===== src/rtl/bcw_pkg.sv =====
package bcw_pkg;

  typedef enum logic [1:0] {
    K_ISSUE   = 2'd0,
    K_UCODE   = 2'd1,
    K_ILLEGAL = 2'd2
  } bcw_kind_e;

  localparam logic [1:0] SEL_NONE  = 2'd0;
  localparam logic [1:0] SEL_FRAME = 2'd1;
  localparam logic [1:0] SEL_TOS   = 2'd2;

  localparam logic [7:0] IOP_NOP    = 8'h00;
  localparam logic [7:0] IOP_PUSH   = 8'h40;
  localparam logic [7:0] IOP_LOADV  = 8'h10;
  localparam logic [7:0] IOP_LOADO  = 8'h11;
  localparam logic [7:0] IOP_STOREV = 8'h20;
  localparam logic [7:0] IOP_STOREW = 8'h21;
  localparam logic [7:0] IOP_RDPC   = 8'hF0;
  localparam logic [7:0] IOP_RDTOS  = 8'hF1;

  localparam logic [7:0] ESCAPE_BYTE = 8'hFF;

  typedef enum logic [0:0] {
    ST_RUN  = 1'b0,
    ST_WAIT = 1'b1
  } bcw_state_e;

endpackage


===== src/rtl/bcw_window.sv =====
module bcw_window #(
  parameter int DEPTH = 8,
  parameter int CW    = $clog2(DEPTH + 1)
) (
  input  logic          clk,
  input  logic          rst_n,
  input  logic          push_en,
  input  logic [7:0]    push_byte,
  input  logic [1:0]    pop_len,
  output logic [7:0]    head0,
  output logic [7:0]    head1,
  output logic [7:0]    head2,
  output logic [CW-1:0] count,
  output logic          full
);

  localparam int EXT = DEPTH + 3;

  logic [7:0]    slot_q   [DEPTH];
  logic [7:0]    slot_nxt [DEPTH];
  logic [7:0]    ext      [EXT];
  logic [CW-1:0] count_q, count_nxt, kept;
  logic          slot_en;

  // zero-padded view so a shift of up to three never indexes outside
  for (genvar gx = 0; gx < EXT; gx++) begin : g_ext
    if (gx < DEPTH) begin : g_real
      assign ext[gx] = slot_q[gx];
    end else begin : g_pad
      assign ext[gx] = 8'h00;
    end
  end

  assign kept    = count_q - CW'(pop_len);
  assign slot_en = push_en || (pop_len != 2'd0);

  for (genvar gi = 0; gi < DEPTH; gi++) begin : g_slot
    always_comb begin
      unique case (pop_len)
        2'd0:    slot_nxt[gi] = ext[gi];
        2'd1:    slot_nxt[gi] = ext[gi + 1];
        2'd2:    slot_nxt[gi] = ext[gi + 2];
        default: slot_nxt[gi] = ext[gi + 3];
      endcase
      if (push_en && (CW'(gi) == kept)) begin
        slot_nxt[gi] = push_byte;
      end
    end

    always_ff @(posedge clk) begin
      if (slot_en) begin
        slot_q[gi] <= slot_nxt[gi];
      end
    end
  end

  always_comb begin
    count_nxt = kept + CW'(push_en);
  end

  always_ff @(posedge clk or negedge rst_n) begin
    if (!rst_n) begin
      count_q <= '0;
    end else begin
      count_q <= count_nxt;
    end
  end

  assign head0 = slot_q[0];
  assign head1 = slot_q[1];
  assign head2 = slot_q[2];
  assign count = count_q;
  assign full  = (count_q == CW'(DEPTH));

  assert_count_bound_R11: assert property (@(posedge clk) disable iff (!rst_n)
    count_q <= CW'(DEPTH));

  assert_pop_le_count_R10: assert property (@(posedge clk) disable iff (!rst_n)
    CW'(pop_len) <= count_q);

  assert_full_holds_R11: assert property (@(posedge clk) disable iff (!rst_n)
    (full && pop_len == 2'd0) |=> full);

endmodule


===== src/rtl/bcw_xlate.sv =====
module bcw_xlate
  import bcw_pkg::*;
#(
  parameter int                 UA_W           = 8,
  parameter logic [UA_W-1:0]    UC_ADDR_ALOAD  = 'h10,
  parameter logic [UA_W-1:0]    UC_ADDR_ASTORE = 'h20
) (
  input  logic [7:0]      b0,
  input  logic [7:0]      b1,
  input  logic [7:0]      b2,
  output logic [1:0]      len,
  output bcw_kind_e       kind,
  output logic [7:0]      op,
  output logic [15:0]     imm,
  output logic [1:0]      base,
  output logic [7:0]      offset,
  output logic [UA_W-1:0] uaddr
);

  always_comb begin
    len    = 2'd1;
    kind   = K_ISSUE;
    op     = IOP_NOP;
    imm    = 16'h0000;
    base   = SEL_NONE;
    offset = 8'h00;
    uaddr  = '0;

    case (b0) inside
      // constant and immediate pushes
      8'h01: op = IOP_PUSH;
      [8'h02:8'h08]: begin
        op  = IOP_PUSH;
        imm = {8'h00, b0} - 16'd3;
      end
      8'h10: begin
        op  = IOP_PUSH;
        len = 2'd2;
        imm = {{8{b1[7]}}, b1};
      end
      8'h11: begin
        op  = IOP_PUSH;
        len = 2'd3;
        imm = {b1, b2};
      end
      // local variable loads
      8'h15, 8'h19: begin
        op = IOP_LOADV; len = 2'd2; base = SEL_FRAME; offset = b1;
      end
      [8'h1A:8'h1D]: begin
        op = IOP_LOADV; base = SEL_FRAME; offset = b0 - 8'h1A;
      end
      [8'h2A:8'h2D]: begin
        op = IOP_LOADV; base = SEL_FRAME; offset = b0 - 8'h2A;
      end
      // local variable stores
      8'h36, 8'h3A: begin
        op = IOP_STOREV; len = 2'd2; base = SEL_FRAME; offset = b1;
      end
      [8'h3B:8'h3E]: begin
        op = IOP_STOREV; base = SEL_FRAME; offset = b0 - 8'h3B;
      end
      [8'h4B:8'h4E]: begin
        op = IOP_STOREV; base = SEL_FRAME; offset = b0 - 8'h4B;
      end
      // array accesses go to the microcode sequencer
      8'h2E: begin kind = K_UCODE; uaddr = UC_ADDR_ALOAD;  end
      8'h4F: begin kind = K_UCODE; uaddr = UC_ADDR_ASTORE; end
      // single-operand stack reads
      8'h59: begin op = IOP_LOADO; base = SEL_TOS; end
      8'h74: begin op = 8'hC0;     base = SEL_TOS; end
      // two-operand arithmetic and logic
      8'h60: begin op = 8'h30; base = SEL_TOS; offset = 8'd1; end
      8'h64: begin op = 8'h31; base = SEL_TOS; offset = 8'd1; end
      8'h68: begin op = 8'h34; base = SEL_TOS; offset = 8'd1; end
      8'h6C: begin op = 8'h35; base = SEL_TOS; offset = 8'd1; end
      8'h7A: begin op = 8'h32; base = SEL_TOS; offset = 8'd1; end
      8'h78: begin op = 8'hC1; base = SEL_TOS; offset = 8'd1; end
      8'h7E: begin op = 8'hC3; base = SEL_TOS; offset = 8'd1; end
      8'h80: begin op = 8'hC4; base = SEL_TOS; offset = 8'd1; end
      8'h82: begin op = 8'hC5; base = SEL_TOS; offset = 8'd1; end
      // branches with a 16-bit displacement
      8'h99: begin op = 8'h50; len = 2'd3; imm = {b1, b2}; base = SEL_TOS; end
      8'h9B: begin op = 8'h59; len = 2'd3; imm = {b1, b2}; base = SEL_TOS; end
      8'h9F: begin
        op = 8'hA0; len = 2'd3; imm = {b1, b2}; base = SEL_TOS; offset = 8'd1;
      end
      8'hA1: begin
        op = 8'hA9; len = 2'd3; imm = {b1, b2}; base = SEL_TOS; offset = 8'd1;
      end
      // escaped two-byte forms
      ESCAPE_BYTE: begin
        len = 2'd2;
        unique case (b1)
          8'h04: begin op = IOP_LOADO;  base = SEL_TOS; end
          8'h24: begin op = IOP_STOREW; base = SEL_TOS; offset = 8'd1; end
          8'h40: op = IOP_RDPC;
          8'h43: op = IOP_RDTOS;
          default: kind = K_ILLEGAL;
        endcase
      end
      default: kind = K_ILLEGAL;
    endcase
  end

endmodule


===== src/rtl/bcode_window_dec.sv =====
module bcode_window_dec
  import bcw_pkg::*;
#(
  parameter int              DEPTH          = 8,
  parameter int              PC_W           = 16,
  parameter int              UA_W           = 8,
  parameter logic [UA_W-1:0] UC_ADDR_ALOAD  = 'h10,
  parameter logic [UA_W-1:0] UC_ADDR_ASTORE = 'h20
) (
  input  logic            clk,
  input  logic            rst_n,
  input  logic            fetch_valid,
  input  logic [7:0]      fetch_byte,
  output logic            win_full,
  input  logic            ucode_done,
  output logic            ucode_req,
  output logic [UA_W-1:0] ucode_addr,
  output logic            insn_valid,
  output logic [7:0]      insn_op,
  output logic [15:0]     insn_imm,
  output logic [1:0]      insn_base,
  output logic [7:0]      insn_offset,
  output logic [PC_W-1:0] insn_pc,
  output logic            insn_illegal
);

  localparam int CW = $clog2(DEPTH + 1);

  logic [7:0]      h0, h1, h2;
  logic [CW-1:0]   held;
  logic            full;
  logic            accept;
  logic [1:0]      pop_len;

  logic [1:0]      dec_len;
  bcw_kind_e       dec_kind;
  logic [7:0]      dec_op;
  logic [15:0]     dec_imm;
  logic [1:0]      dec_base;
  logic [7:0]      dec_off;
  logic [UA_W-1:0] dec_uaddr;

  bcw_state_e      state_q, state_nxt;
  logic            fire;
  logic [PC_W-1:0] pc_q, pc_nxt;

  logic            valid_q, illegal_q, ureq_q;
  logic            valid_nxt, illegal_nxt, ureq_nxt;
  logic [7:0]      op_q;
  logic [15:0]     imm_q;
  logic [1:0]      base_q;
  logic [7:0]      off_q;
  logic [PC_W-1:0] ipc_q;
  logic [UA_W-1:0] uaddr_q;

  assign accept = fetch_valid && !full;

  bcw_window #(.DEPTH(DEPTH), .CW(CW)) u_window (
    .clk       (clk),
    .rst_n     (rst_n),
    .push_en   (accept),
    .push_byte (fetch_byte),
    .pop_len   (pop_len),
    .head0     (h0),
    .head1     (h1),
    .head2     (h2),
    .count     (held),
    .full      (full)
  );

  bcw_xlate #(
    .UA_W           (UA_W),
    .UC_ADDR_ALOAD  (UC_ADDR_ALOAD),
    .UC_ADDR_ASTORE (UC_ADDR_ASTORE)
  ) u_xlate (
    .b0     (h0),
    .b1     (h1),
    .b2     (h2),
    .len    (dec_len),
    .kind   (dec_kind),
    .op     (dec_op),
    .imm    (dec_imm),
    .base   (dec_base),
    .offset (dec_off),
    .uaddr  (dec_uaddr)
  );

  // next-state
  always_comb begin
    fire        = (state_q == ST_RUN) && (held >= CW'(dec_len));
    pop_len     = fire ? dec_len : 2'd0;
    pc_nxt      = pc_q + PC_W'(dec_len);
    valid_nxt   = fire && (dec_kind != K_UCODE);
    illegal_nxt = fire && (dec_kind == K_ILLEGAL);
    ureq_nxt    = fire && (dec_kind == K_UCODE);
    state_nxt   = state_q;
    unique case (state_q)
      ST_RUN:  if (ureq_nxt)   state_nxt = ST_WAIT;
      ST_WAIT: if (ucode_done) state_nxt = ST_RUN;
      default: state_nxt = ST_RUN;
    endcase
  end

  // control registers
  always_ff @(posedge clk or negedge rst_n) begin
    if (!rst_n) begin
      state_q   <= ST_RUN;
      pc_q      <= '0;
      valid_q   <= 1'b0;
      illegal_q <= 1'b0;
      ureq_q    <= 1'b0;
    end else begin
      state_q   <= state_nxt;
      valid_q   <= valid_nxt;
      illegal_q <= illegal_nxt;
      ureq_q    <= ureq_nxt;
      if (fire) begin
        pc_q <= pc_nxt;
      end
    end
  end

  // payload registers, loaded only when an instruction is taken
  always_ff @(posedge clk) begin
    if (fire) begin
      op_q    <= dec_op;
      imm_q   <= dec_imm;
      base_q  <= dec_base;
      off_q   <= dec_off;
      ipc_q   <= pc_q;
      uaddr_q <= dec_uaddr;
    end
  end

  assign win_full     = full;
  assign ucode_req    = ureq_q;
  assign ucode_addr   = uaddr_q;
  assign insn_valid   = valid_q;
  assign insn_op      = op_q;
  assign insn_imm     = imm_q;
  assign insn_base    = base_q;
  assign insn_offset  = off_q;
  assign insn_pc      = ipc_q;
  assign insn_illegal = illegal_q;

  assert_ucode_pulse_R7: assert property (@(posedge clk) disable iff (!rst_n)
    ucode_req |=> !ucode_req);

  assert_no_issue_with_req_R7: assert property (@(posedge clk) disable iff (!rst_n)
    ucode_req |-> !insn_valid);

  assert_wait_until_done_R7: assert property (@(posedge clk) disable iff (!rst_n)
    (state_q == ST_WAIT && !ucode_done) |=> (state_q == ST_WAIT && !insn_valid));

  assert_illegal_is_nop_R8: assert property (@(posedge clk) disable iff (!rst_n)
    insn_illegal |-> (insn_valid && insn_op == IOP_NOP && insn_base == SEL_NONE
                      && insn_imm == 16'h0000));

  assert_no_accept_when_full_R11: assert property (@(posedge clk) disable iff (!rst_n)
    (win_full && !fire) |=> win_full);

endmodule


===== config.mk =====
export PLATFORM = sky130hd
export DESIGN_NAME = bcode_window_dec
export DESIGN_NICKNAME = d
export VERILOG_FILES = /design/src/rtl/bcw_pkg.sv /design/src/rtl/bcw_window.sv /design/src/rtl/bcw_xlate.sv /design/src/rtl/bcode_window_dec.sv
export SDC_FILE = /design/constraint.sdc
export NUM_CORES = 1
export LEC_CHECK = 0
export ABC_AREA = 1
export BUFFER_PORTS_ARGS = -buffer_cell sky130_fd_sc_hd__buf_2
export CAP_MARGIN = 15
export CORE_ASPECT_RATIO = 0.8
export CORE_MARGIN = 2
export CORE_UTILIZATION = 45
export DETAILED_ROUTE_END_ITERATION = 12
export PLACE_DENSITY = 0.63
export RECOVER_POWER = 25
export SLEW_MARGIN = 20
export SYNTH_ARGS = -nofsm -noshare
export SYNTH_HDL_FRONTEND = slang
export SYNTH_SLANG_ARGS = --single-unit

===== constraint.sdc =====
create_clock -name clk -period 6.4 [get_ports clk]
set_clock_uncertainty 0.1 [all_clocks]
set_input_delay 0.64 -clock clk [delete_from_list [all_inputs] [get_ports clk]]
set_output_delay 0.64 -clock clk [all_outputs]
set_load 0.02 [all_outputs]

==> run_results.csv <==
group,metric,value,unit
cts,postCtsResizedCells,0,
synthesis,syn_area_per_cell,8.79,um^2
route,drc,0,
cts,cts_tree,"done",
worst_setup_path,r2r_cells,23,
worst_setup_path,cp.required,6400,ps
synthesis,synth_cell_type_count,41,
floorplan,initial_core_util,46.0,%
synthesis,synth_edf_count,116,
floorplan,io_pins,74,
synthesis,yosysWarnings,0,
worst_setup_path,worst_setup_path_start_kind,"flip-flop",
route,vias,6824,
worst_hold_path,hp-class,"input port to flip-flop",
timing,grt_setup_unrepaired,"false",
worst_setup_path,cp_data_arrival_time,5590,ps
synthesis,synth-seq-cells,140,
grt,grt_max_degree,49,
synthesis,synth.area.top_cells,"edfxtp_1 44%, nand2_1 9.7%, dfrtp_1 7.5%, o21ai_0 6.2%, nand3_1 5.0%",
worst_setup_path,endpoint,"u_window.slot_q[1][17]",
route,wl_per_cell,18.0,um
synthesis,syn-instance-count,910,
synthesis,syn_area,8000,um^2
cts,h-tree-depth,4,
floorplan,dieArea,18900,um^2
worst_setup_path,r2r_end,"u_window.slot_q[1][17]",
timing,worst_pin_slew,1340,ps
cts,clkSinkCount,140,
route,dr.pass1.iters,5,
route,drtIter0Drc,941,
worst_setup_path,worstSetupEndpointType,"flip-flop",
timing,hold_viol_final,0,
floorplan,die_h,123,um
placement,dpl_cell_area,8480,um^2
synthesis,async_reset_ff_share,17.1,%
timing,period_needed,5580,ps
grt,globalRoute.totalOverflow,0,
run_status,outcome,"completed",
worst_setup_path,regToRegStartpoint,"u_window.slot_q[0][1]",
timing,setup-tns-final,0,ps
cts,path_clk_slew,70,ps
grt,grtUsageTotal,23.7,%
synthesis,synth_top_cell_area_share,43.6,%
power,p_leak,3.90,nW
flow_run,max_cap_violations,0,
cts,cts_buffer_depth,2,
cts,cts_made_buffers,17,
synthesis,yosysMostFrequentCell,"nand2_1",
route,drtAntennaViolNets,0,
worst_setup_path,crit_start,"u_window.slot_q[0][1]",
timing,max_slew_margin,10.5,%
worst_setup_path,critPathKind,"flip-flop to flip-flop",
route,viasPerCell,5.67,
worst_setup_path,reg2reg_slack,820,ps
synthesis,ys_top_cells_by_count,"207 x nand2_1, 116 x edfxtp_1, 99 x o21ai_0",
synthesis,synth_flop_cell,"edfxtp_1",
worst_setup_path,worst-path-max-fanout,17,
finish,syn2layout_area_growth,12.7,%
placement,portBuffers,67,
finish,layout.nets,998,
timing,clock.fmax,0.179,GHz
synthesis,synth_top_area_cell,"edfxtp_1",
floorplan,rows,43,
cts,clk_latency,440,ps
placement,dp_hpwl,15.8,mm
synthesis,seq_area_frac_synth,51.1,%
timing,period_share,87.2,%
cts,post-cts-setup-buffer-count,0,
placement,place.gp.congestion,0.904,
route,drt-total-wl,21.7,mm
grt,grt_pass1_wl,34.1,mm
grt,antenna_found_initial,0,
finish,drive_above_1_share,9.61,%
finish,final_area,9010,um^2
timing,maxSlewViolCount,0,
cts,hold_buffers,0,
floorplan,core_area,17400,um^2
floorplan,fp.dieW,153,um
grt,grt_pass1_vias,6081,
timing,final-setup-viol-count,0,
finish,n_antenna_cell,0,
cts,clock-root-buffer,"clkbuf_16",
power,power_density,600,nW/um^2
power,peakVddDrop,0.000273,V
[stage by stage]
step                      cells  worst slack [ps]  power, mW  util (%)  hold WS, ps
after CTS                  1203               903       5.40      52.2         92.6
after global placement     1171              1110       4.41      48.8          350
after detailed placement   1171               974       4.40      48.8          354
final                      1203               817       5.40      51.8          309
after floorplan             915              1830       3.67         -          244
after global routing       1203               230       5.79      51.8          307
[area by class of cell]
cell class,instances,area (um^2)
Inverter,92,345
Timing Repair Buffer,73,337
Clock inverter,14,140
Multi-Input combinational cell,641,3370
Clock buffer,18,450
Sequential cell,140,4080
Tap cell,225,282
Fill cell,1633,8370
[placed cells by master, fill, tap and decap left out, types with 2 or more instances in the layout]
master | netlist | layout
ha_1 | 19 | 18
inv_2 | 9 | 10
a21oi_1 | 16 | 16
o22ai_1 | 2 | 2
clkbuf_1 | 21 | 45
fa_1 | 2 | 2
conb_1 | 1 | 6
or2_2 | 2 | 2
dfrtp_1 | 24 | 24
nand4_1 | 11 | 11
nor4_1 | 2 | 2
inv_8 | 0 | 2
buf_4 | 6 | 5
inv_1 | 83 | 82
nor2_4 | 5 | 5
xnor2_1 | 7 | 7
buf_2 | 10 | 22
o2111ai_1 | 3 | 3
a31oi_1 | 4 | 4
nor3_1 | 21 | 21
nand3_1 | 80 | 80
nand2_1 | 207 | 207
clkbuf_16 | 0 | 18
o21bai_1 | 2 | 2
nand2_2 | 6 | 6
edfxtp_1 | 116 | 116
xor2_1 | 13 | 13
clkinv_8 | 0 | 2
clkinvlp_4 | 0 | 2
inv_6 | 0 | 7
o211ai_1 | 53 | 53
nor2_1 | 66 | 66
nor2_2 | 5 | 5
o21ai_0 | 99 | 99
[metal layers]
layer  GRT usage (%)  part of all wire, %  up-vias
li1                -                    -     3249
met1            36.4                   47     3166
met2            33.1                   40      368
met3            4.87                  9.8       41
met4            8.22                  2.3        0
met5               0                    0        -
[power breakdown]
| group | switching [mW] | internal (mW) | leakage [nW] |
|---|---|---|---|
| Combinational | 1.74 | 0.787 | 1.99 |
| Clock | 0.443 | 0.539 | 0.284 |
| Sequential | 0.292 | 1.61 | 1.62 |
| Total | 2.47 | 2.93 | 3.90 |
[critical path, stage by stage, from the launching register on]
cell	delay [ps]
edfxtp_1	470
inv_1	280
ha_1	300
inv_1	100
nor2_2	170
inv_1	80
nor2_2	400
inv_2	220
nand2_1	140
inv_1	70
ha_1	260
o21ai_0	70
nand3_1	70
nand2_1	50
buf_4	180
nor2_1	220
ha_1	190
inv_1	60
fa_1	390
xnor2_1	360
inv_1	70
nor2_1	260
nand2_1	350
nand2_1	390
[how the worst min path moves through the flow]
stage               start            to  slack [ps]  cells past startpoint
6_report       ucode_done       state_q         310                      2
5_1_grt        ucode_done       state_q         310                      2
4_1_cts             rst_n      pc_q[11]          90                      1
2_1_floorplan       rst_n  insn_illegal         240                      0
3_3_place_gp     pc_q[15]   insn_pc[15]         350                      0
3_5_place_dp     pc_q[15]   insn_pc[15]         350                      0
[state kept, by name, summed over array words and instances (netlist names)]
register	count
insn_base	2
insn_illegal	1
insn_imm	16
insn_offset	8
insn_op	8
insn_pc	16
insn_valid	1
pc_q	16
state_q	1
u_window.count	4
u_window.slot_q	64
ucode_addr	2
ucode_req	1
[cell families (layout without fill, tap and decap cells)]
logic type               after synthesis  count (layout)  synth area share [%]
AO/OA/AOI/OAI                        185             185                  13.7
buffers and inverters                134             197                  7.01
flip-flops                           140             140                  51.1
other                                  1               6                0.0469
AND/OR/NAND/NOR                      409             409                  22.5
XOR/XNOR                              20              20                  2.19
adder cells (fa/ha/maj)               21              21                  3.47
Power figures use the tool's default switching activity.
